**src/rtl/cfd_pkg.sv**
```systemverilog
package cfd_pkg;

  localparam int DA_LEN = 6;

  typedef struct packed {
    logic       vld;
    logic       lst;
    logic [7:0] dat;
  } cfd_beat_t;

  // Expected destination byte for position pos; byte 0 is checked separately.
  function automatic logic [7:0] da_ref(input logic sel, input logic [2:0] pos);
    logic [7:0] b;
    case (pos)
      3'd0:    b = 8'h08;
      3'd1:    b = 8'h00;
      3'd2:    b = 8'h17;
      3'd3:    b = sel ? 8'h00 : 8'h0B;
      3'd4:    b = sel ? 8'h00 : 8'h6B;
      3'd5:    b = sel ? 8'h00 : 8'h0F;
      default: b = 8'h00;
    endcase
    return b;
  endfunction

endpackage

```
**src/rtl/cfd_delay_line.sv**
```systemverilog
module cfd_delay_line
  import cfd_pkg::*;
#(
  parameter int SZW = 4
) (
  input  logic           clk,
  input  logic           rst_n,
  input  logic [SZW-1:0] size,
  input  cfd_beat_t      in_beat,
  output cfd_beat_t      out_beat
);

  localparam int DEPTH = (1 << SZW) - 1;

  cfd_beat_t      stage [DEPTH];
  logic           shift_en;
  logic [SZW-1:0] tap;

  assign shift_en = (size != '0);
  assign tap      = size - 1'b1;

  generate
    for (genvar i = 0; i < DEPTH; i++) begin : g_stage
      cfd_beat_t nxt;
      if (i == 0) begin : g_head
        assign nxt = in_beat;
      end else begin : g_body
        assign nxt = stage[i-1];
      end
      always_ff @(posedge clk or negedge rst_n) begin
        if (!rst_n) begin
          stage[i] <= '0;
        end else if (shift_en) begin
          stage[i] <= nxt;
        end
      end
    end
  endgenerate

  assign out_beat = shift_en ? stage[tap] : in_beat;

  // a one-byte delay reproduces the previous cycle's input
  a_r3_one_stage: assert property (@(posedge clk) disable iff (!rst_n)
    (size == SZW'(1) && $past(size) == SZW'(1)) |-> (out_beat == $past(in_beat)));

endmodule

```
**src/rtl/cfd_parser.sv**
```systemverilog
module cfd_parser
  import cfd_pkg::*;
#(
  parameter int DEV_W = 5
) (
  input  logic             clk,
  input  logic             rst_n,
  input  logic             en,
  input  logic             da_sel,
  input  logic             bc_off,
  input  logic [DEV_W-1:0] dev_addr,
  input  logic             in_valid,
  input  logic [7:0]       in_data,
  input  logic             in_last,
  input  logic             in_crc_err,
  output logic             ev_ok,
  output logic             ev_err,
  output logic             da_done
);

  localparam int          IDXW   = $clog2(DA_LEN + 2);
  localparam logic [IDXW-1:0] POS_LAST = IDXW'(DA_LEN - 1);
  localparam logic [IDXW-1:0] POS_DEV  = IDXW'(DA_LEN);
  localparam logic [IDXW-1:0] POS_SAT  = {IDXW{1'b1}};
  localparam logic [DEV_W-1:0] BCAST   = {DEV_W{1'b1}};

  logic [IDXW-1:0] idx_q, idx_d;
  logic            da_ok_q, da_ok_d;
  logic            hit_q, hit_d;
  logic            byte_match, match_run, dev_hit, hit_eff, recog;

  always_comb begin
    if (idx_q == '0) begin
      byte_match = (in_data == 8'h08) || (in_data == 8'h09);
    end else begin
      byte_match = (in_data == da_ref(da_sel, 3'(idx_q)));
    end
    match_run = da_ok_q && byte_match;
    dev_hit   = (in_data[DEV_W-1:0] == dev_addr) ||
                (!bc_off && in_data[DEV_W-1:0] == BCAST);
    hit_eff   = (idx_q == POS_DEV) ? dev_hit : hit_q;
    recog     = en && da_ok_q;

    da_done = in_valid && en && (idx_q == POS_LAST) && match_run;
    ev_ok   = 1'b0;
    ev_err  = 1'b0;
    if (in_valid && in_last) begin
      if (idx_q == POS_LAST) begin
        ev_err = en && match_run;
      end else if (idx_q >= POS_DEV) begin
        ev_err = recog && in_crc_err;
        ev_ok  = recog && !in_crc_err && hit_eff;
      end
    end

    idx_d   = idx_q;
    da_ok_d = da_ok_q;
    hit_d   = hit_q;
    if (in_valid) begin
      if (in_last) begin
        idx_d   = '0;
        da_ok_d = 1'b1;
        hit_d   = 1'b0;
      end else begin
        if (idx_q != POS_SAT) idx_d = idx_q + 1'b1;
        if (idx_q < POS_DEV)  da_ok_d = match_run;
        if (idx_q == POS_DEV) hit_d = dev_hit;
      end
    end
  end

  always_ff @(posedge clk or negedge rst_n) begin
    if (!rst_n) begin
      idx_q   <= '0;
      da_ok_q <= 1'b1;
      hit_q   <= 1'b0;
    end else begin
      idx_q   <= idx_d;
      da_ok_q <= da_ok_d;
      hit_q   <= hit_d;
    end
  end

  // byte position restarts after every frame end
  a_r6_pos_restart: assert property (@(posedge clk) disable iff (!rst_n)
    (in_valid && in_last) |=> (idx_q == '0));

endmodule

```
**src/rtl/cfd_status.sv**
```systemverilog
module cfd_status #(
  parameter int SZW = 4
) (
  input  logic           clk,
  input  logic           rst_n,
  input  logic           we,
  input  logic [15:0]    wdata,
  input  logic           re,
  input  logic           ev_ok,
  input  logic           ev_err,
  output logic [15:0]    rdata,
  output logic           en,
  output logic [SZW-1:0] buf_len,
  output logic           bc_off,
  output logic [1:0]     irq_sel,
  output logic           da_sel,
  output logic           irq
);

  localparam int CFG_W = 9;

  logic [CFG_W-1:0] cfg_q, cfg_d;
  logic             st_ok_q, st_ok_d, st_err_q, st_err_d;
  logic             unused_wr_hi;

  assign unused_wr_hi = ^wdata[15:CFG_W];

  always_comb begin
    cfg_d    = we ? wdata[CFG_W-1:0] : cfg_q;
    st_ok_d  = (st_ok_q  && !re) || ev_ok;
    st_err_d = (st_err_q && !re) || ev_err;
  end

  always_ff @(posedge clk or negedge rst_n) begin
    if (!rst_n) begin
      cfg_q    <= '0;
      st_ok_q  <= 1'b0;
      st_err_q <= 1'b0;
    end else begin
      cfg_q    <= cfg_d;
      st_ok_q  <= st_ok_d;
      st_err_q <= st_err_d;
    end
  end

  assign en      = cfg_q[0];
  assign buf_len = cfg_q[SZW:1];
  assign bc_off  = cfg_q[5];
  assign irq_sel = cfg_q[7:6];
  assign da_sel  = cfg_q[8];
  assign rdata   = {st_err_q, st_ok_q, {(16-CFG_W-2){1'b0}}, cfg_q};
  assign irq     = (irq_sel[0] && st_ok_q) || (irq_sel[1] && st_err_q);

  // an error event is always recorded
  a_r9_err_sticky: assert property (@(posedge clk) disable iff (!rst_n)
    ev_err |=> st_err_q);
  // a read with no new success event clears the ok bit
  a_r9_read_clear: assert property (@(posedge clk) disable iff (!rst_n)
    (re && !ev_ok) |=> !st_ok_q);
  // success with its interrupt enabled raises irq next cycle
  a_r10_irq_ok: assert property (@(posedge clk) disable iff (!rst_n)
    (ev_ok && cfg_q[6] && !we) |=> irq);

endmodule

```
**src/rtl/ctlfrm_detect.sv**
```systemverilog
module ctlfrm_detect
  import cfd_pkg::*;
#(
  parameter int SZW   = 4,
  parameter int DEV_W = 5
) (
  input  logic             clk,
  input  logic             rst_n,
  input  logic             rx_valid,
  input  logic [7:0]       rx_data,
  input  logic             rx_last,
  input  logic             rx_crc_err,
  input  logic [DEV_W-1:0] dev_addr,
  input  logic             reg_we,
  input  logic [15:0]      reg_wdata,
  input  logic             reg_re,
  output logic [15:0]      reg_rdata,
  output logic             tx_valid,
  output logic [7:0]       tx_data,
  output logic             tx_last,
  output logic             irq
);

  logic           en, bc_off, da_sel;
  logic [SZW-1:0] buf_len;
  logic [1:0]     irq_sel;
  logic           ev_ok, ev_err, da_done;
  logic           zero_mode, cut_now, trunc_q, trunc_d;
  cfd_beat_t      beat_in, beat_out;

  cfd_status #(.SZW(SZW)) u_status (
    .clk(clk), .rst_n(rst_n), .we(reg_we), .wdata(reg_wdata), .re(reg_re),
    .ev_ok(ev_ok), .ev_err(ev_err), .rdata(reg_rdata), .en(en),
    .buf_len(buf_len), .bc_off(bc_off), .irq_sel(irq_sel), .da_sel(da_sel),
    .irq(irq)
  );

  cfd_parser #(.DEV_W(DEV_W)) u_parser (
    .clk(clk), .rst_n(rst_n), .en(en), .da_sel(da_sel), .bc_off(bc_off),
    .dev_addr(dev_addr), .in_valid(rx_valid), .in_data(rx_data),
    .in_last(rx_last), .in_crc_err(rx_crc_err), .ev_ok(ev_ok),
    .ev_err(ev_err), .da_done(da_done)
  );

  assign zero_mode = (buf_len == '0);
  assign cut_now   = da_done && zero_mode;

  always_comb begin
    trunc_d = trunc_q;
    if (!zero_mode || (rx_valid && rx_last)) begin
      trunc_d = 1'b0;
    end else if (cut_now) begin
      trunc_d = 1'b1;
    end
  end

  always_ff @(posedge clk or negedge rst_n) begin
    if (!rst_n) begin
      trunc_q <= 1'b0;
    end else begin
      trunc_q <= trunc_d;
    end
  end

  assign beat_in = '{vld: rx_valid && !trunc_q, lst: rx_last || cut_now, dat: rx_data};

  cfd_delay_line #(.SZW(SZW)) u_delay (
    .clk(clk), .rst_n(rst_n), .size(buf_len), .in_beat(beat_in), .out_beat(beat_out)
  );

  assign tx_valid = beat_out.vld;
  assign tx_last  = beat_out.lst;
  assign tx_data  = beat_out.dat;

  // after a cut in mid-frame nothing more of the frame leaves in zero mode
  a_r11_cut_silence: assert property (@(posedge clk) disable iff (!rst_n)
    (cut_now && !rx_last && !reg_we) |=> !tx_valid);

endmodule

```
**config.mk**
```make
export PLATFORM = sky130hd
export DESIGN_NAME = ctlfrm_detect
export DESIGN_NICKNAME = d
export VERILOG_FILES = /design/src/rtl/cfd_pkg.sv /design/src/rtl/cfd_delay_line.sv /design/src/rtl/cfd_parser.sv /design/src/rtl/cfd_status.sv /design/src/rtl/ctlfrm_detect.sv
export SDC_FILE = /design/constraint.sdc
export NUM_CORES = 1
export LEC_CHECK = 0
export BUFFER_PORTS_ARGS = -buffer_cell sky130_fd_sc_hd__buf_4
export CAP_MARGIN = 10
export CORE_AREA = 2 2 156 158
export CTS_CLUSTER_DIAMETER = 150
export DETAILED_ROUTE_END_ITERATION = 12
export DIE_AREA = 0 0 158 160
export PLACE_DENSITY = 0.6
export SETUP_SLACK_MARGIN = 0.15
export SLEW_MARGIN = 20
export SYNTH_ARGS = -nofsm -noshare
export SYNTH_HDL_FRONTEND = slang
export SYNTH_SLANG_ARGS = --single-unit
```
**constraint.sdc**
```tcl
create_clock -name clk -period 10.2 [get_ports clk]
set_clock_uncertainty 0.2 [all_clocks]
set_input_delay 2.04 -clock clk [delete_from_list [all_inputs] [get_ports clk]]
set_output_delay 2.04 -clock clk [all_outputs]
set_load 0.005 [all_outputs]
```
==> metrics.yaml, run 1 <==
status: "finished, final reports clean"
clockBufferDepth: 2
core_sq_um: 23800
worstPathArrival_ps: 3690
num_antenna_cells: 0
power_frac_seq: 0.455
port_buffers: 50
dr.pass1.iters: 4
yosys.area.top_type: "dfrtp_1"
clock_power_share: 0.294
drive_gt1_frac: 0.443
clk_pin_slew_ps: 70
cts_tree: "yes"
die_x_um: 158
die_area_sq_um: 25300
yosys.cell_count.top_type: "dfrtp_1"
syn_area_sq_um: 8110
dr_total_vias: 4770
cp-end-kind: "output port"
swShare: 0.291
reg2reg_slack_ps: 7450
cp_slowest_cell: "o31ai_2"
cp_cell_sequence: "buf_4 > or2_2 > mux2i_1 > o2111ai_1 > o31ai_2 > nand3_1 > a31oi_1 > buf_4"
p_comb_frac: 0.251
grt_pass1_wl_mm: 26.4
synth_top_area_frac: 0.512
gp_congestion: 0.842
synthCells: 595
clk_latency_ps: 420
netlist_top_cells_count: "dfrtp_1, mux2_2, a21oi_1, nor2_1, mux4_2"
r2r-end: "u_delay.g_stage[5].nxt[6]"
async_flop_share: 1.00
critPathBufInv: 2
cpMostUsedCell: "buf_4"
period_share: 0.581
cts_hold_buf: 0
vdd_drop_max_mv: 0.124
min_to: "u_parser.da_ok_q"
fin_crit_ps: 5930
area_growth_pct: 14.9
netlist-cell-type-count: 48
grt_pass1_vias: 5058
drc: 0
worstSetupStartpointType: "input pin"
synth_edf_count: 0
cts_buffers: 17
die_h_um: 160
hp-class: "reg -> reg"
path_max_fanout: 4
syn_avg_cell_area_sq_um: 13.6
setup.worst_path.class: "in -> out"
vias_per_cell: 4.94
yosys_warnings: 0
cts_setup_buffers: 0
synth-main-ff-cell: "dfrtp_1"
grt_setup_unrepaired: "no"
pre_cts_slack_ps: 4280
hold_viol: 0
fmax_mhz: 169
io_pins: 63
drv_cap: 0
setup_ws_ps: 4270
grtUsageTotal: 0.133
cts_sinks: 167
drt-total-wl_mm: 15.6
synth-seq-cells: 167
drtAntennaViolNets: 0
antenna_found_initial: 0
timing.rr.start: "u_status.cfg_q[1]"
p_per_area_nw_per_um2: 235
critPathTopFamily: "compound AO/OA/AOI/OAI gates"
finalSetupTns_ps: 0
row_count: 57
drv_slew: 0
wire_per_inst_um: 16.2
seq_area_frac_synth: 0.515
required_ps: 7960
cts-root-buf: "clkbuf_16"
power.switching_uw: 639
min_from: "u_parser.da_ok_q"
critPathMaxStageDelay_ps: 350
ctsResizeCount: 0
overflow: 0
grt_max_degree: 138
r2r_cells: 5
p_leak_nw: 3.80
drt_iter0_drc: 249
relSlewSlack: 0.367
start_util: 0.341
nFillCells: 2290
finalSetupViolCount: 0
final_nets: 672
htreeDepth: 4
whs_path_depth: 2
worst_slew_pin_slew_ps: 950
synth_area_leaders: "dfrtp_1, mux2_2, mux4_2"
dp_hpwl_mm: 9.89
cell_internal_pwr_mw: 1.56
==> registers in the layout, indices dropped and copies added (netlist names) <==
signal / count
trunc_q: 1
u_delay.g_stage.nxt: 140
u_delay.stage: 10
u_parser.da_ok_q: 1
u_parser.hit_q: 1
u_parser.idx_q: 3
u_status.cfg_q: 9
u_status.st_err_q: 1
u_status.st_ok_q: 1
==> metal layers <==
metal | GRT usage | routed length, um
met1 | 0.176 | 7190
met5 | 0 | 0
met3 | 0.0269 | 445
met4 | 0.0410 | 209
met2 | 0.218 | 7790
==> cell families after synthesis <==
kind of cell / synth area share
and+or+nand+nor: 0.0450
muxes: 0.326
xor gates and xnor gates: 0.0133
adders and majority gates: 0.0123
other: 0.000462
buffers and inverters: 0.0406
DFF: 0.515
AOI/OAI and AO/OA: 0.0475
==> worst max path at each step <==
stage	start	end	slack [ps]	cells after the start
6_report	rx_data[5]	tx_last	4270	8
5_1_grt	u_status.cfg_q[1]	tx_data[1]	4010	9
3_5_place_dp	rx_data[5]	tx_last	4280	8
4_1_cts	u_status.cfg_q[1]	tx_data[1]	3830	9
3_3_place_gp	u_status.cfg_q[1]	tx_data[1]	4330	9
2_1_floorplan	rx_data[5]	tx_last	4810	6
==> stage by stage <==
step	cells	util	total power, mW	hold slack, ps	instance area (sq um)
2_1_floorplan	599	-	1.39	234	8130
3_3_place_gp	932	0.365	1.52	251	8700
3_5_place_dp	932	0.365	1.57	267	8700
4_1_cts	964	0.390	2.22	276	9300
5_1_grt	965	0.391	2.33	307	9330
6_report	965	0.391	2.20	276	9330
==> cell type report <==
cell class	instances	area [sq um]	share of cell area
multi-input cells	371	3630	0.389
clock inverters	15	170	0.0182
repair buffers	56	457	0.0490
clock buffers	17	425	0.0456
flip-flops and latches	167	4180	0.448
inverters	15	56.3	0.00604
well taps	324	405	0.0435
==> layout by cell type, fill, tap and decap left out, types with 3 or more instances in the layout <==
cell        Yosys  final
clkinvlp_4      0      3
nand2_1        21     21
inv_1          15     15
mux2i_1        21     21
buf_4          11     53
ha_1            8      7
a21oi_1        32     32
nor2_1         32     32
dfrtp_1       166    165
nand2b_1        4      4
clkinv_4        0      5
mux4_2         31     31
o21ai_0         7      7
o21ai_1         9      9
o22ai_1         4      4
conb_1          1      5
mux2_2        154    154
nor3_1          3      3
xor2_1          4      4
inv_6           0      5
clkbuf_16       0     17
nand3_1         4      4
==> power groups by stage <==
| stage | Combinational (mW) | Sequential, mW | Clock, mW |
|---|---|---|---|
| after global placement | 0.533 | 0.986 | 0 |
| after floorplan | 0.423 | 0.962 | 0 |
| after global routing | 0.607 | 1.03 | 0.689 |
| final | 0.552 | 0.999 | 0.645 |
| after detailed placement | 0.554 | 1.01 | 0 |
| after CTS | 0.557 | 1.00 | 0.659 |
==> tightest hold or removal path, delay by kind of cell (launching register included) <==
family	cells	cell delay [ps]
flip-flops	1	370
buffers and inverters	1	50
AO/OA/AOI/OAI	1	50
(Power assumes the default switching activity.)
==> run 2: changes to the inputs <==
--- a/config.mk
+++ b/config.mk
@@ -5,6 +5,7 @@
 export SDC_FILE = /design/constraint.sdc
 export NUM_CORES = 1
 export LEC_CHECK = 0
+export ABC_AREA = 1
 export BUFFER_PORTS_ARGS = -buffer_cell sky130_fd_sc_hd__buf_4
 export CAP_MARGIN = 10
 export CORE_AREA = 2 2 156 158
==> constraint.sdc (replaced) <==
create_clock -name clk -period 5.57 [get_ports clk]
set_clock_uncertainty 0.2 [all_clocks]
set_input_delay 1.114 -clock clk [delete_from_list [all_inputs] [get_ports clk]]
set_output_delay 1.114 -clock clk [all_outputs]
set_load 0.005 [all_outputs]
==> run 2 against run 1 <==
Compared with the run above: sequential power is 75% higher; synthesized cell count grew 72%; combinational power grew 70%; critical path depth rose by 1; clock-buffer cell count is 3 higher; critical endpoint is now tx_data[4].
==> metrics.yaml, run 2 <==
die_x_um: 158
wire_per_inst_um: 13.8
hold_viol: 0
final_cell_mix: "nand2_1, o21ai_0, dfrtp_1, inv_1, a21oi_1"
port_buffers: 50
vias_per_cell: 4.82
clockBufferDepth: 2
die_area_sq_um: 25300
grt_setup_unrepaired: "no"
regArea_sq_um: 4180
synth_top_area_frac: 0.509
yosys.cell_count.top_type: "nand2_1"
timing.rr.start: "u_status.cfg_q[1]"
dr_total_vias: 6609
netlist-cell-type-count: 32
finalSetupViolCount: 0
dp_hpwl_mm: 11.3
die_h_um: 160
whs_path_depth: 2
area_growth_pct: 14.7
cts_sinks: 167
status: "finished, final reports clean"
cts_buffers: 17
drc: 0
cp-end-kind: "output port"
seq_area_frac_synth: 0.512
num_antenna_cells: 0
gp_congestion: 0.781
cts-root-buf: "clkbuf_16"
synth-seq-cells: 167
yosys_warnings: 0
layout_commonest_cell: "nand2_1"
holdWs_ps: 277
drt-total-wl_mm: 18.9
nFillCells: 2464
htreeDepth: 4
async_flop_share: 1.00
synth_area_leaders: "dfrtp_1, o21ai_0, nand2_1"
drv_slew: 0
reg2reg_slack_ps: 2770
cts_hold_buf: 0
r2r-end: "trunc_q"
syn_area_sq_um: 8160
largest_reg_flops: 140
multi_input_area_sq_um: 3170
drt_iter0_drc: 492
worstSetupStartpointType: "flip-flop"
fin_crit_ps: 4600
netlist_top_cells_count: "nand2_1, o21ai_0, dfrtp_1"
overflow: 0
finalSetupTns_ps: 0
syn_avg_cell_area_sq_um: 7.98
worstPathArrival_ps: 3280
fmax_mhz: 217
period_share: 0.825
clk_pin_slew_ps: 60
vdd_drop_max_mv: 0.295
antenna_found_initial: 0
drv_cap: 0
io_pins: 63
final_nets: 1079
core_sq_um: 23800
min_to: "u_delay.stage[8]"
grt_max_degree: 168
grtUsageTotal: 0.159
dr.pass1.iters: 5
drive_gt1_frac: 0.115
grt_pass1_vias: 6367
start_util: 0.343
synth-main-ff-cell: "dfrtp_1"
min_from: "u_delay.stage[8]"
relSlewSlack: 0.403
p_leak_nw: 4.45
cts_tree: "yes"
r2r_cells: 7
path_max_fanout: 29
required_ps: 4260
synth_edf_count: 0
ctsResizeCount: 0
worst_slew_pin_slew_ps: 894
clk_latency_ps: 430
p_per_area_nw_per_um2: 422
row_count: 57
setup.worst_path.class: "reg -> out"
drtAntennaViolNets: 0
cts_setup_buffers: 0
grt_pass1_wl_mm: 32.1
hp-class: "reg -> reg"
yosys.area.top_type: "dfrtp_1"
synthCells: 1023
-- run 2: worst max-delay path, cell delays in order, from the launching register on --
cell     delay (ps)
dfrtp_2         400
inv_2           280
ha_1            350
buf_4           300
nor2_2          650
a21oi_1         140
o21ai_0         100
a31oi_1         120
a22oi_1         310
buf_4           180
-- run 2: how the worst max path moves through the flow --
stage,start,endpoint,depth (start not counted)
floorplan,u_status.cfg_q[1],tx_data[1],12
global placement,u_status.cfg_q[1],tx_data[4],9
detailed placement,u_status.cfg_q[1],tx_data[4],9
CTS,u_status.cfg_q[1],tx_data[4],9
global route,u_status.cfg_q[1],tx_data[4],9
finish,u_status.cfg_q[1],tx_data[4],9
-- run 2: area by class of cell --
| class | instances | area share |
|---|---|---|
| multi-input cells | 658 | 0.339 |
| well taps | 324 | 0.0433 |
| clock inverters | 12 | 0.0187 |
| inverters | 128 | 0.0515 |
| clock buffers | 20 | 0.0488 |
| flip-flops and latches | 167 | 0.447 |
| repair buffers | 63 | 0.0523 |
-- run 2: where the power goes --
part	internal [mW]	switching, mW	total (mW)
sequential	1.56	0.190	1.75
combinational	0.356	0.580	0.937
clock	0.773	0.492	1.27
total	2.69	1.26	3.95
-- run 2: per-layer routing --
metal,routed length (um),track usage,vias to the layer above
met5,0,0,-
met4,224,0.0418,0
met3,776,0.0358,14
met2,8770,0.247,129
met1,9150,0.224,3120
li1,-,-,3346
-- run 2: logic make-up after synthesis --
group / count (synthesis) / share of synthesized area
DFF: 167 / 0.512
and+or+nand+nor: 314 / 0.161
other: 1 / 0.000460
xor gates and xnor gates: 6 / 0.00644
adders and majority gates: 8 / 0.0123
AOI/OAI and AO/OA: 323 / 0.202
muxes: 2 / 0.00276
buffers and inverters: 202 / 0.103
-- run 2: through the flow --
step,worst slack [ps],cell area [sq um],cells,power [mW],util
floorplan,2280,8170,1027,2.39,-
global placement,1440,8730,1340,2.69,0.366
detailed placement,1420,8730,1340,2.71,0.366
CTS,954,9360,1372,3.99,0.393
global route,787,9360,1372,4.23,0.393
finish,972,9360,1372,3.95,0.393
